### config.mk
export PLATFORM = sky130hd
export DESIGN_NAME = stat_flags_reg
export DESIGN_NICKNAME = d
export VERILOG_FILES = /design/src/rtl/stat_pkg.sv /design/src/rtl/stat_arith_flags.sv /design/src/rtl/stat_guard_fsm.sv /design/src/rtl/stat_flags_reg.sv
export SDC_FILE = /design/constraint.sdc
export NUM_CORES = 1
export LEC_CHECK = 0
export ABC_AREA = 1
export BUFFER_PORTS_ARGS = -buffer_cell sky130_fd_sc_hd__buf_4
export CORE_MARGIN = 2
export CORE_UTILIZATION = 33
export CTS_BUF_LIST = sky130_fd_sc_hd__clkbuf_4 sky130_fd_sc_hd__clkbuf_8 sky130_fd_sc_hd__clkbuf_16
export DETAILED_ROUTE_END_ITERATION = 6
export GPL_ROUTABILITY_DRIVEN = 0
export GPL_TIMING_DRIVEN = 0
export PLACE_DENSITY = 0.74
export SETUP_SLACK_MARGIN = 0.2
export SYNTH_ARGS = -nofsm -noshare
export SYNTH_HDL_FRONTEND = slang
export SYNTH_SLANG_ARGS = --single-unit
### constraint.sdc
create_clock -name clk -period 0.8 [get_ports clk]
set_input_delay 0.08 -clock clk [delete_from_list [all_inputs] [get_ports clk]]
set_output_delay 0.08 -clock clk [all_outputs]
set_load 0.02 [all_outputs]
### src/rtl/stat_pkg.sv
package stat_pkg;

    localparam int FLAG_W   = 4;
    localparam int DATA_W   = 8;
    localparam int ADDR_W   = 8;

    localparam int BIT_PD   = 4;
    localparam int BIT_TO   = 5;

    // State encoding: bit 0 = sleep flag, bit 1 = watchdog expiry flag.
    typedef enum logic [1:0] {
        GS_CLEAR         = 2'b00,
        GS_ASLEEP        = 2'b01,
        GS_TIMEOUT       = 2'b10,
        GS_SLEEP_TIMEOUT = 2'b11
    } guard_state_e;

    function automatic guard_state_e gs_pick(input logic pd, input logic to);
        return guard_state_e'({to, pd});
    endfunction

endpackage

### src/rtl/stat_arith_flags.sv
module stat_arith_flags #(
    parameter int FLAG_W = 4
) (
    input  logic              clk,
    input  logic              rst_n,
    input  logic              wr_hit,
    input  logic [FLAG_W-1:0] wr_data,
    input  logic [FLAG_W-1:0] alu_we,
    input  logic [FLAG_W-1:0] alu_val,
    output logic [FLAG_W-1:0] flags_q
);

    // Each flag has its own update path; the ALU result outranks the bus write.
    for (genvar gi = 0; gi < FLAG_W; gi++) begin : g_flag
        logic nxt;

        always_comb begin
            if (alu_we[gi]) begin
                nxt = alu_val[gi];
            end else if (wr_hit) begin
                nxt = wr_data[gi];
            end else begin
                nxt = flags_q[gi];
            end
        end

        always_ff @(posedge clk or negedge rst_n) begin
            if (!rst_n) begin
                flags_q[gi] <= 1'b0;
            end else begin
                flags_q[gi] <= nxt;
            end
        end
    end

endmodule

### src/rtl/stat_guard_fsm.sv
module stat_guard_fsm
    import stat_pkg::*;
(
    input  logic clk,
    input  logic rst_n,
    input  logic clr_evt,
    input  logic halt_evt,
    input  logic ovf_evt,
    output logic pd_o,
    output logic to_o
);

    guard_state_e state_q, state_d;

    // Keep-conditions: the sleep bit survives unless cleared, the expiry bit
    // survives unless cleared or halted; set terms override both.
    logic pd_keep, to_keep;
    assign pd_keep = halt_evt | ~clr_evt;
    assign to_keep = ovf_evt | (~clr_evt & ~halt_evt);

    always_comb begin
        state_d = state_q;
        unique case (state_q)
            GS_CLEAR:         state_d = gs_pick(halt_evt, ovf_evt);
            GS_ASLEEP:        state_d = gs_pick(pd_keep,  ovf_evt);
            GS_TIMEOUT:       state_d = gs_pick(halt_evt, to_keep);
            GS_SLEEP_TIMEOUT: state_d = gs_pick(pd_keep,  to_keep);
            default:          state_d = GS_CLEAR;
        endcase
    end

    always_ff @(posedge clk or negedge rst_n) begin
        if (!rst_n) begin
            state_q <= GS_CLEAR;
        end else begin
            state_q <= state_d;
        end
    end

    always_comb begin
        pd_o = 1'b0;
        to_o = 1'b0;
        unique case (state_q)
            GS_CLEAR:         begin pd_o = 1'b0; to_o = 1'b0; end
            GS_ASLEEP:        begin pd_o = 1'b1; to_o = 1'b0; end
            GS_TIMEOUT:       begin pd_o = 1'b0; to_o = 1'b1; end
            GS_SLEEP_TIMEOUT: begin pd_o = 1'b1; to_o = 1'b1; end
            default:          begin pd_o = 1'b0; to_o = 1'b0; end
        endcase
    end

endmodule

### src/rtl/stat_flags_reg.sv
module stat_flags_reg
    import stat_pkg::*;
#(
    parameter logic [ADDR_W-1:0] STAT_ADDR = 8'h0A
) (
    input  logic              clk,
    input  logic              rst_n,
    input  logic              bus_wr_en,
    input  logic [ADDR_W-1:0] bus_addr,
    input  logic [FLAG_W-1:0] sw_wdata,
    input  logic [FLAG_W-1:0] alu_we,
    input  logic [FLAG_W-1:0] alu_val,
    input  logic              clr_wdt_evt,
    input  logic              halt_evt,
    input  logic              wdt_ovf_evt,
    output logic [DATA_W-1:0] stat_rdata
);

    localparam int PAD_W = DATA_W - BIT_TO - 1;

    logic              wr_hit;
    logic [FLAG_W-1:0] arith_q;
    logic              pd_q, to_q;

    assign wr_hit = bus_wr_en && (bus_addr == STAT_ADDR);

    stat_arith_flags #(.FLAG_W(FLAG_W)) u_arith (
        .clk     (clk),
        .rst_n   (rst_n),
        .wr_hit  (wr_hit),
        .wr_data (sw_wdata),
        .alu_we  (alu_we),
        .alu_val (alu_val),
        .flags_q (arith_q)
    );

    stat_guard_fsm u_guard (
        .clk      (clk),
        .rst_n    (rst_n),
        .clr_evt  (clr_wdt_evt),
        .halt_evt (halt_evt),
        .ovf_evt  (wdt_ovf_evt),
        .pd_o     (pd_q),
        .to_o     (to_q)
    );

    assign stat_rdata = {{PAD_W{1'b0}}, to_q, pd_q, arith_q};

endmodule

# == After elaboration in Yosys (flattened, before gate mapping) ==
# Index checks and enable logic that the tools add are counted.
# totals
register_bits,6
latchBits,0
ramBits,0
mem_bits_ro,0
in_bits,26
out_inout_bits,8
word_cells,35
memories,0
# classes
n_addsub,0
mul,0
n_div,0
magnitude_cmp,0
eq_ne,4
n_shift,0
mux,11
bitwise_logic,5
n_reduce_logical,10
# ops
operator,count
$eq A8 B4 Y1 const B,1
$mux W1,8
$pmux W2 S4,1
$reduce_bool A2 Y1,4
$reduce_or A2 Y1,4
$eq A2 B2 Y1 const B,2
$pmux W1 S2,2
$eq A2 B1 Y1 const B,1
$logic_not A2 Y1,1
$not A1 Y1,2
$or A1 B1 Y1,2
$and A1 B1 Y1,1
$logic_and A1 B1 Y1,1

# == Depth between registers and ports, before layout ==
# Gate-level depths: netlist of run 1.
# depth
word_depth,4
ltp_mapped,6
ltp_nobuf,6

# == By module ==
# Synthesis of run 1 repeated with hierarchy kept, for this count alone.
# unflattened
cells_unflattened,60
area_unflattened_um2,384.1
# by_module_without_submodules
mod,n_inst,cells_per_inst,area_per_inst_um2,seq_area_each_um2
stat_arith_flags,1,37,229.0,100.1
stat_guard_fsm,1,11,90.1,50.0
stat_flags_reg,1,12,65.1,0.0

# == Worst setup path after synthesis of run 1 ==
# No wires, ideal clock.
# synth_path
kind,flip-flop to flip-flop
start,register u_guard.state_q[1]
end,register u_guard.state_q[1]
setup_ns,0.127
t_arrival_ns,0.677
required_time_ns,0.673
path_slack_ns,-0.004
stages_incl_launch_ff,4
path_buffers,0
period_less_slack_ns,0.804
path_cell_list,dfrtp_1 > inv_1 > nor3_1 > or2_2
# synth_via
elab_chain_cells,2
elab_cells_between_ends,5
cone_classes,eq/ne: 3; mux: 1; reduce/logical: 1
# synth_rtl
item,line,text
start: declaration,stat_guard_fsm.sv:13,"guard_state_e state_q, state_d;"
start signal: assignment,stat_guard_fsm.sv:36,state_q <= state_d;
"$eq A2 B2 Y1, or another cell as far along",stat_guard_fsm.sv:23,unique case (state_q)
$pmux W2 S4 *,stat_guard_fsm.sv:23,
net u_guard.state_d[1],stat_guard_fsm.sv:13,
# Mark *: on every way through the listed nets, which the timed path passes. The rest lies on a longest branch.
# A chain may end at the register's enable or synchronous reset.

# == Worst setup path after layout of run 1 ==
# layout_path
start,register u_guard.state_q[1]
end,output port stat_rdata[5]
# layout_via
elab_chain_cells,3
elab_cells_between_ends,7
cone_classes,eq/ne: 3; mux: 1; reduce/logical: 3
# layout_rtl
item,line,text
"$eq A2 B2 Y1, or another cell as far along",stat_guard_fsm.sv:43,unique case (state_q)
$reduce_or A2 Y1 (no source line),-,
$pmux W1 S2 *,stat_guard_fsm.sv:43,
end: declaration,stat_flags_reg.sv:16,output logic [DATA_W-1:0] stat_rdata
# Mark *: on every way between the ends. The rest lies on a longest branch, timed or not.

==> impl_metrics.json, run 1 <==
{
  "powerDensity_nw_per_um2": 1240,
  "cts_tree": "built",
  "grt_busiest_layer": "met2",
  "cts_root_buf": "clkbuf_4",
  "grt_pass1_wl_um": 1560,
  "drtIter0Drc": 4,
  "synth_top_area_share": 0.348,
  "clkPwrFrac": 0.282,
  "synth_cell_type_count": 16,
  "finalCritPeriodShare": 1.27,
  "ys_seq_area_frac": 0.348,
  "skew_ps": 0,
  "grt_max_degree": 7,
  "avgRoutedWirePerCell_um": 8.71,
  "use_met2": 0.250,
  "synthFlopType": "dfrtp_1",
  "start_util": 0.345,
  "cts-buffers-inserted": 3,
  "ant_nets": 0,
  "timing.rr.start": "u_guard.state_q[1]",
  "synth-seq-cells": 6,
  "hold_viol": 0,
  "yosys-top-cells-count": "inv_1 (14), nand2_1 (9), nor2_1 (8), dfrtp_1 (6)",
  "cts_buffer_depth": 2,
  "overflow": 0,
  "crit_fanout": 2,
  "arrival_ps": 940,
  "yosys-top-cells-area": "dfrtp_1 (35%), inv_1 (12%), nand2_1 (7.8%)",
  "hpwl_um": 819,
  "clk_pin_slew_worst_paths_ps": 40,
  "fp.coreArea_um2": 1250,
  "antennaDiodeCount": 0,
  "syn-cell-area_um2": 432,
  "maxCapViolCount": 0,
  "r2r_setup_slack_ps": -10,
  "syn2layout_area_growth_pct": 78.6,
  "setup_violations": 8,
  "die_w_um": 40.2,
  "dieArea_um2": 1610,
  "synth_top_area_cell": "dfrtp_1",
  "p_comb_frac": 0.349,
  "drt-total-wl_um": 993,
  "use_met3": 0.0500,
  "hold_end": "u_guard.state_q[1]",
  "peakVddDrop_v": 0.000567,
  "async_flop_share": 1.00,
  "fmax_ghz": 0.982,
  "p_seq_frac": 0.369,
  "vias_per_cell": 4.28,
  "rsz0062_at_grt": "yes",
  "synth.most_common_cell": "inv_1",
  "finalCriticalPeriod_ps": 1020,
  "ys_warn_count": 0,
  "nNetsFinal": 127,
  "syn_area_per_cell_um2": 6.96,
  "route.detailed.drc": 0,
  "dr.pass1.iters": 4,
  "whs_path_depth": 2,
  "swShare": 0.273,
  "clock_latency_ps": 240,
  "crit_required_ps": 720,
  "cp-end-kind": "output port",
  "start_kind": "flop",
  "netSwitchingPower_uw": 261,
  "p_leak_uw": 0.000422,
  "htree_levels": 1,
  "outcome": "finished, violations left",
  "grt_pass1_vias": 436,
  "die_h_um": 40.2,
  "syn_inst": 62,
  "grt.total_usage": 0.149,
  "r2r_cells": 3,
  "whs_ps": 47.8,
  "r2r-end": "u_guard.state_q[1]",
  "rows": 13,
  "top_level_ports": 34,
  "worstHoldStart": "wdt_ovf_evt",
  "drive_gt1_frac": 0.586,
  "intPower_uw": 693,
  "worst_slack_ps": -219,
  "synth_edf_count": 0,
  "slew_viol_final": 0,
  "failed_checks": "negative setup slack",
  "hp-class": "primary input to flop",
  "dpl_worst_slack_ps": -48.6,
  "critPathKind": "flop to output port",
  "num_vias": 488,
  "port-buffer-count": 31,
  "grt_use_met1": 0.159,
  "antenna_found_initial": 0,
  "numClockSinks": 6
}
==> through the flow <==
step | instance area [um^2] | setup TNS (ps) | std cells | utilization | power (uW)
after floorplan | 443 | 0 | 63 | - | 486
final | 771 | -682 | 114 | 0.615 | 954
after global placement | 694 | -124 | 109 | 0.554 | 640
after global routing | 771 | -955 | 114 | 0.615 | 1020
after CTS | 766 | -725 | 114 | 0.611 | 965
after detailed placement | 694 | -160 | 109 | 0.554 | 645
==> worst max-delay path: stages (launching register included) <==
cell      delay, ps
dfrtp_1         370
clkbuf_1         90
buf_4           120
buf_6           120
==> layer usage <==
layer / vias up / wire, um
met5: - / 0
met4: 0 / 12
met3: 2 / 114
met2: 29 / 501
met1: 203 / 365
li1: 254 / -
==> worst max-delay path by stage <==
stage / start / to / slack (ps) / cells after the start
3_3_place_gp: bus_addr[4] / u_arith.flags_q[2] / -40 / 7
6_report: u_guard.state_q[1] / stat_rdata[5] / -220 / 3
3_5_place_dp: bus_addr[4] / u_arith.flags_q[2] / -50 / 7
5_1_grt: u_guard.state_q[0] / stat_rdata[4] / -260 / 3
4_1_cts: u_guard.state_q[0] / stat_rdata[4] / -230 / 3
2_1_floorplan: u_guard.state_q[1] / u_guard.state_q[1] / 40 / 3
==> cell usage in the layout (no fill, tap or decap) <==
| master | count |
|---|---|
| buf_4 | 29 |
| buf_6 | 7 |
| clkbuf_1 | 2 |
| clkbuf_4 | 3 |
| conb_1 | 2 |
| dfrtp_1 | 2 |
| dfrtp_2 | 4 |
| dlygate4sd3_1 | 1 |
| inv_1 | 10 |
| inv_2 | 5 |
| nand2_1 | 9 |
| nand2_2 | 2 |
| nand3_1 | 4 |
| nand3_2 | 1 |
| nand4_1 | 4 |
| nor2_1 | 6 |
| nor2_2 | 2 |
| nor2_4 | 3 |
| nor3_2 | 1 |
| o21bai_1 | 1 |
| or2_4 | 1 |
==> cell type report <==
cell class              count  area (um^2)
inverters                  15         56.3
fillers                   133          482
clock buffers               3         22.5
repair buffers             33          277
plain buffers               6         37.5
well taps                  15         18.8
multi-input cells          36          204
flip-flops and latches      6          155
==> kinds of logic (layout without fill, tap and decap cells) <==
| group | after synthesis | after routing | share of synthesized area |
|---|---|---|---|
| AND/OR/NAND/NOR | 33 | 33 | 0.409 |
| buffers and inverters | 21 | 57 | 0.217 |
| flip-flops | 6 | 6 | 0.348 |
| AO/OA/AOI/OAI | 1 | 1 | 0.0174 |
| other | 1 | 2 | 0.00869 |
==> registers in the layout, indices dropped and copies added (netlist names) <==
register / count
u_arith.flags_q: 4
u_guard.state_q: 2
==> power groups by stage <==
stage / clock network (uW) / logic [uW] / registers (uW)
floorplan: 0 / 113 / 373
global placement: 0 / 291 / 349
detailed placement: 0 / 295 / 350
CTS: 283 / 330 / 352
global route: 303 / 363 / 356
finish: 269 / 333 / 352
==> repair_timing <==
action | CTS | global route
setup endpoints to repair | 11 | 12
gates resized for setup | 11 | 3
buffers inserted | 1 | 0
endpoints found under the hold margin | 6 | 0
pin swaps | 0 | 1
hold buffers | 1 | 0
(Power assumes the default switching activity.)
==> inputs of run 2 (changes only) <==
--- a/config.mk
+++ b/config.mk
@@ -7,13 +7,13 @@
 export LEC_CHECK = 0
 export ABC_AREA = 1
 export BUFFER_PORTS_ARGS = -buffer_cell sky130_fd_sc_hd__buf_4
-export CORE_MARGIN = 2
-export CORE_UTILIZATION = 33
+export CORE_AREA = 2 2 39 41
 export CTS_BUF_LIST = sky130_fd_sc_hd__clkbuf_4 sky130_fd_sc_hd__clkbuf_8 sky130_fd_sc_hd__clkbuf_16
 export DETAILED_ROUTE_END_ITERATION = 6
+export DIE_AREA = 0 0 41 43
 export GPL_ROUTABILITY_DRIVEN = 0
 export GPL_TIMING_DRIVEN = 0
-export PLACE_DENSITY = 0.74
+export PLACE_DENSITY = 0.7
 export SETUP_SLACK_MARGIN = 0.2
 export SYNTH_ARGS = -nofsm -noshare
 export SYNTH_HDL_FRONTEND = slang
==> constraint.sdc (replaced) <==
create_clock -name clk -period 1.3 [get_ports clk]
set_input_delay 0.13 -clock clk [delete_from_list [all_inputs] [get_ports clk]]
set_output_delay 0.13 -clock clk [all_outputs]
set_load 0.02 [all_outputs]
==> run 2 against run 1 <==
The run now ends clean. Critical path depth is the same. Register-to-register slack gained 480 ps. Non-clock buffer count shrank 1. Setup slack gained 460 ps. Total power shrank 42%. Sequential share of layout area grew 0.49 points. Final area shrank 5.5%. Critical endpoint unchanged. Flip-flop and latch count is the same.
==> impl_metrics.json, run 2 (synthesis results as in run 1) <==
{
  "nNetsFinal": 126,
  "numClockSinks": 6,
  "top_level_ports": 34,
  "avgRoutedWirePerCell_um": 8.08,
  "die_h_um": 43,
  "setup_violations": 0,
  "hold_viol": 0,
  "antennaDiodeCount": 0,
  "crit_required_ps": 1170,
  "grt_pass1_vias": 398,
  "maxCapViolCount": 0,
  "cts_buffer_depth": 2,
  "rsz0062_at_grt": "yes",
  "hpwl_um": 841,
  "powerDensity_nw_per_um2": 764,
  "start_util": 0.312,
  "post-cts-setup-buffers": 0,
  "grt_max_degree": 7,
  "worst_path_max_delay_cell": "dfrtp_1",
  "drt-total-wl_um": 921,
  "grt_pass1_wl_um": 1440,
  "htree_levels": 1,
  "place_inst": 110,
  "peakVddDrop_v": 0.000311,
  "dr.pass1.iters": 4,
  "port-buffer-count": 31,
  "cp-end-kind": "output port",
  "layoutNonFillerInstCount": 114,
  "crit_fanout": 2,
  "regMostFlops": "u_arith.flags_q",
  "largest_reg_flops": 4,
  "fin_tns_setup_ps": 0,
  "p_leak_uw": 0.000418,
  "route.detailed.drc": 0,
  "top_regs": "u_arith.flags_q (4), u_guard.state_q (2)",
  "slew_viol_final": 0,
  "fmax_ghz": 0.944,
  "cts-buffers-inserted": 3,
  "cpPeakStageDelay_ps": 370,
  "drtIter0Drc": 5,
  "fillers": 147,
  "clock_latency_ps": 230,
  "skew_ps": 0,
  "num_vias": 469,
  "hp-class": "primary input to flop",
  "clk_pin_slew_worst_paths_ps": 40,
  "finalCritPeriodShare": 0.814,
  "finalCriticalPeriod_ps": 1060,
  "drive_gt1_frac": 0.469,
  "syn2layout_area_growth_pct": 68.7,
  "p_total_uw": 556,
  "antenna_found_initial": 0,
  "path_cells": "clkbuf_1, buf_4, buf_6",
  "start_kind": "flop",
  "vias_per_cell": 4.11,
  "cts_tree": "built",
  "grt.total_usage": 0.118,
  "cts_root_buf": "clkbuf_4",
  "rows": 14,
  "ant_nets": 0,
  "outcome": "complete, no violations",
  "final_common_cell": "buf_4",
  "critPathKind": "flop to output port",
  "final_cell_mix": "buf_4 (33), inv_1 (14), nand2_1 (9), nor2_1 (8), dfrtp_1 (6)",
  "fp.coreArea_um2": 1380,
  "overflow": 0,
  "dieArea_um2": 1760,
  "arrival_ps": 930,
  "die_w_um": 41
}
[run 2: power by group]
group	switching, uW	internal [uW]	total [uW]
combinational	81.8	103	185
clock	57.5	104	161
sequential	7.42	203	210
[run 2: through the flow]
| stage | hold WS, ps | utilization | setup WS [ps] | instance area, um^2 |
|---|---|---|---|---|
| after floorplan | -166 | - | 496 | 435 |
| after global placement | -60.1 | 0.497 | 438 | 688 |
| after detailed placement | -58.9 | 0.497 | 420 | 688 |
| after CTS | 86.1 | 0.521 | 210 | 721 |
| after global routing | 91.3 | 0.526 | 194 | 728 |
| final | 90.6 | 0.526 | 241 | 728 |
[run 2: worst max-delay path: cells and delay by family (launching register included)]
kind | cells | cell delay (ps)
buf+inv | 3 | 330
flops | 1 | 370
[run 2: cell type report]
class                           count  area (um^2)  area share
Sequential cell                     6          150       0.206
Multi-Input combinational cell     36          191       0.263
Clock buffer                        3         22.5      0.0309
Buffer                              6         37.5      0.0515
Tap cell                           16         20.0      0.0275
Inverter                           15         56.3      0.0773
Timing Repair Buffer               32          250       0.344
[run 2: repair_timing]
action / 4_1_cts / 5_1_grt
hold buffers: 1 / 0
setup endpoints to repair: 0 / 2
hold endpoints to repair: 6 / 0
gates resized for setup: 0 / 2
[run 2: worst paths after layout]
path	slack, ps	cells past startpoint	from	end
setup / recovery	240	3	u_guard.state_q[1]	stat_rdata[5]
min in group asynchronous	240	2	rst_n	u_arith.flags_q[0]
hold reg to reg	510	2	u_guard.state_q[0]	u_guard.state_q[0]
hold / removal	90	2	clr_wdt_evt	u_guard.state_q[0]
max in group asynchronous	940	2	rst_n	u_guard.state_q[0]
setup reg to reg	470	3	u_guard.state_q[1]	u_guard.state_q[1]
[run 2: routing by layer]
metal / vias to the layer above / global-route usage / wire length (um)
li1: 250 / - / -
met1: 191 / 0.142 / 355
met2: 28 / 0.194 / 446
met3: 0 / 0.0157 / 119
met4: 0 / 0.0600 / 0
met5: - / 0 / 0
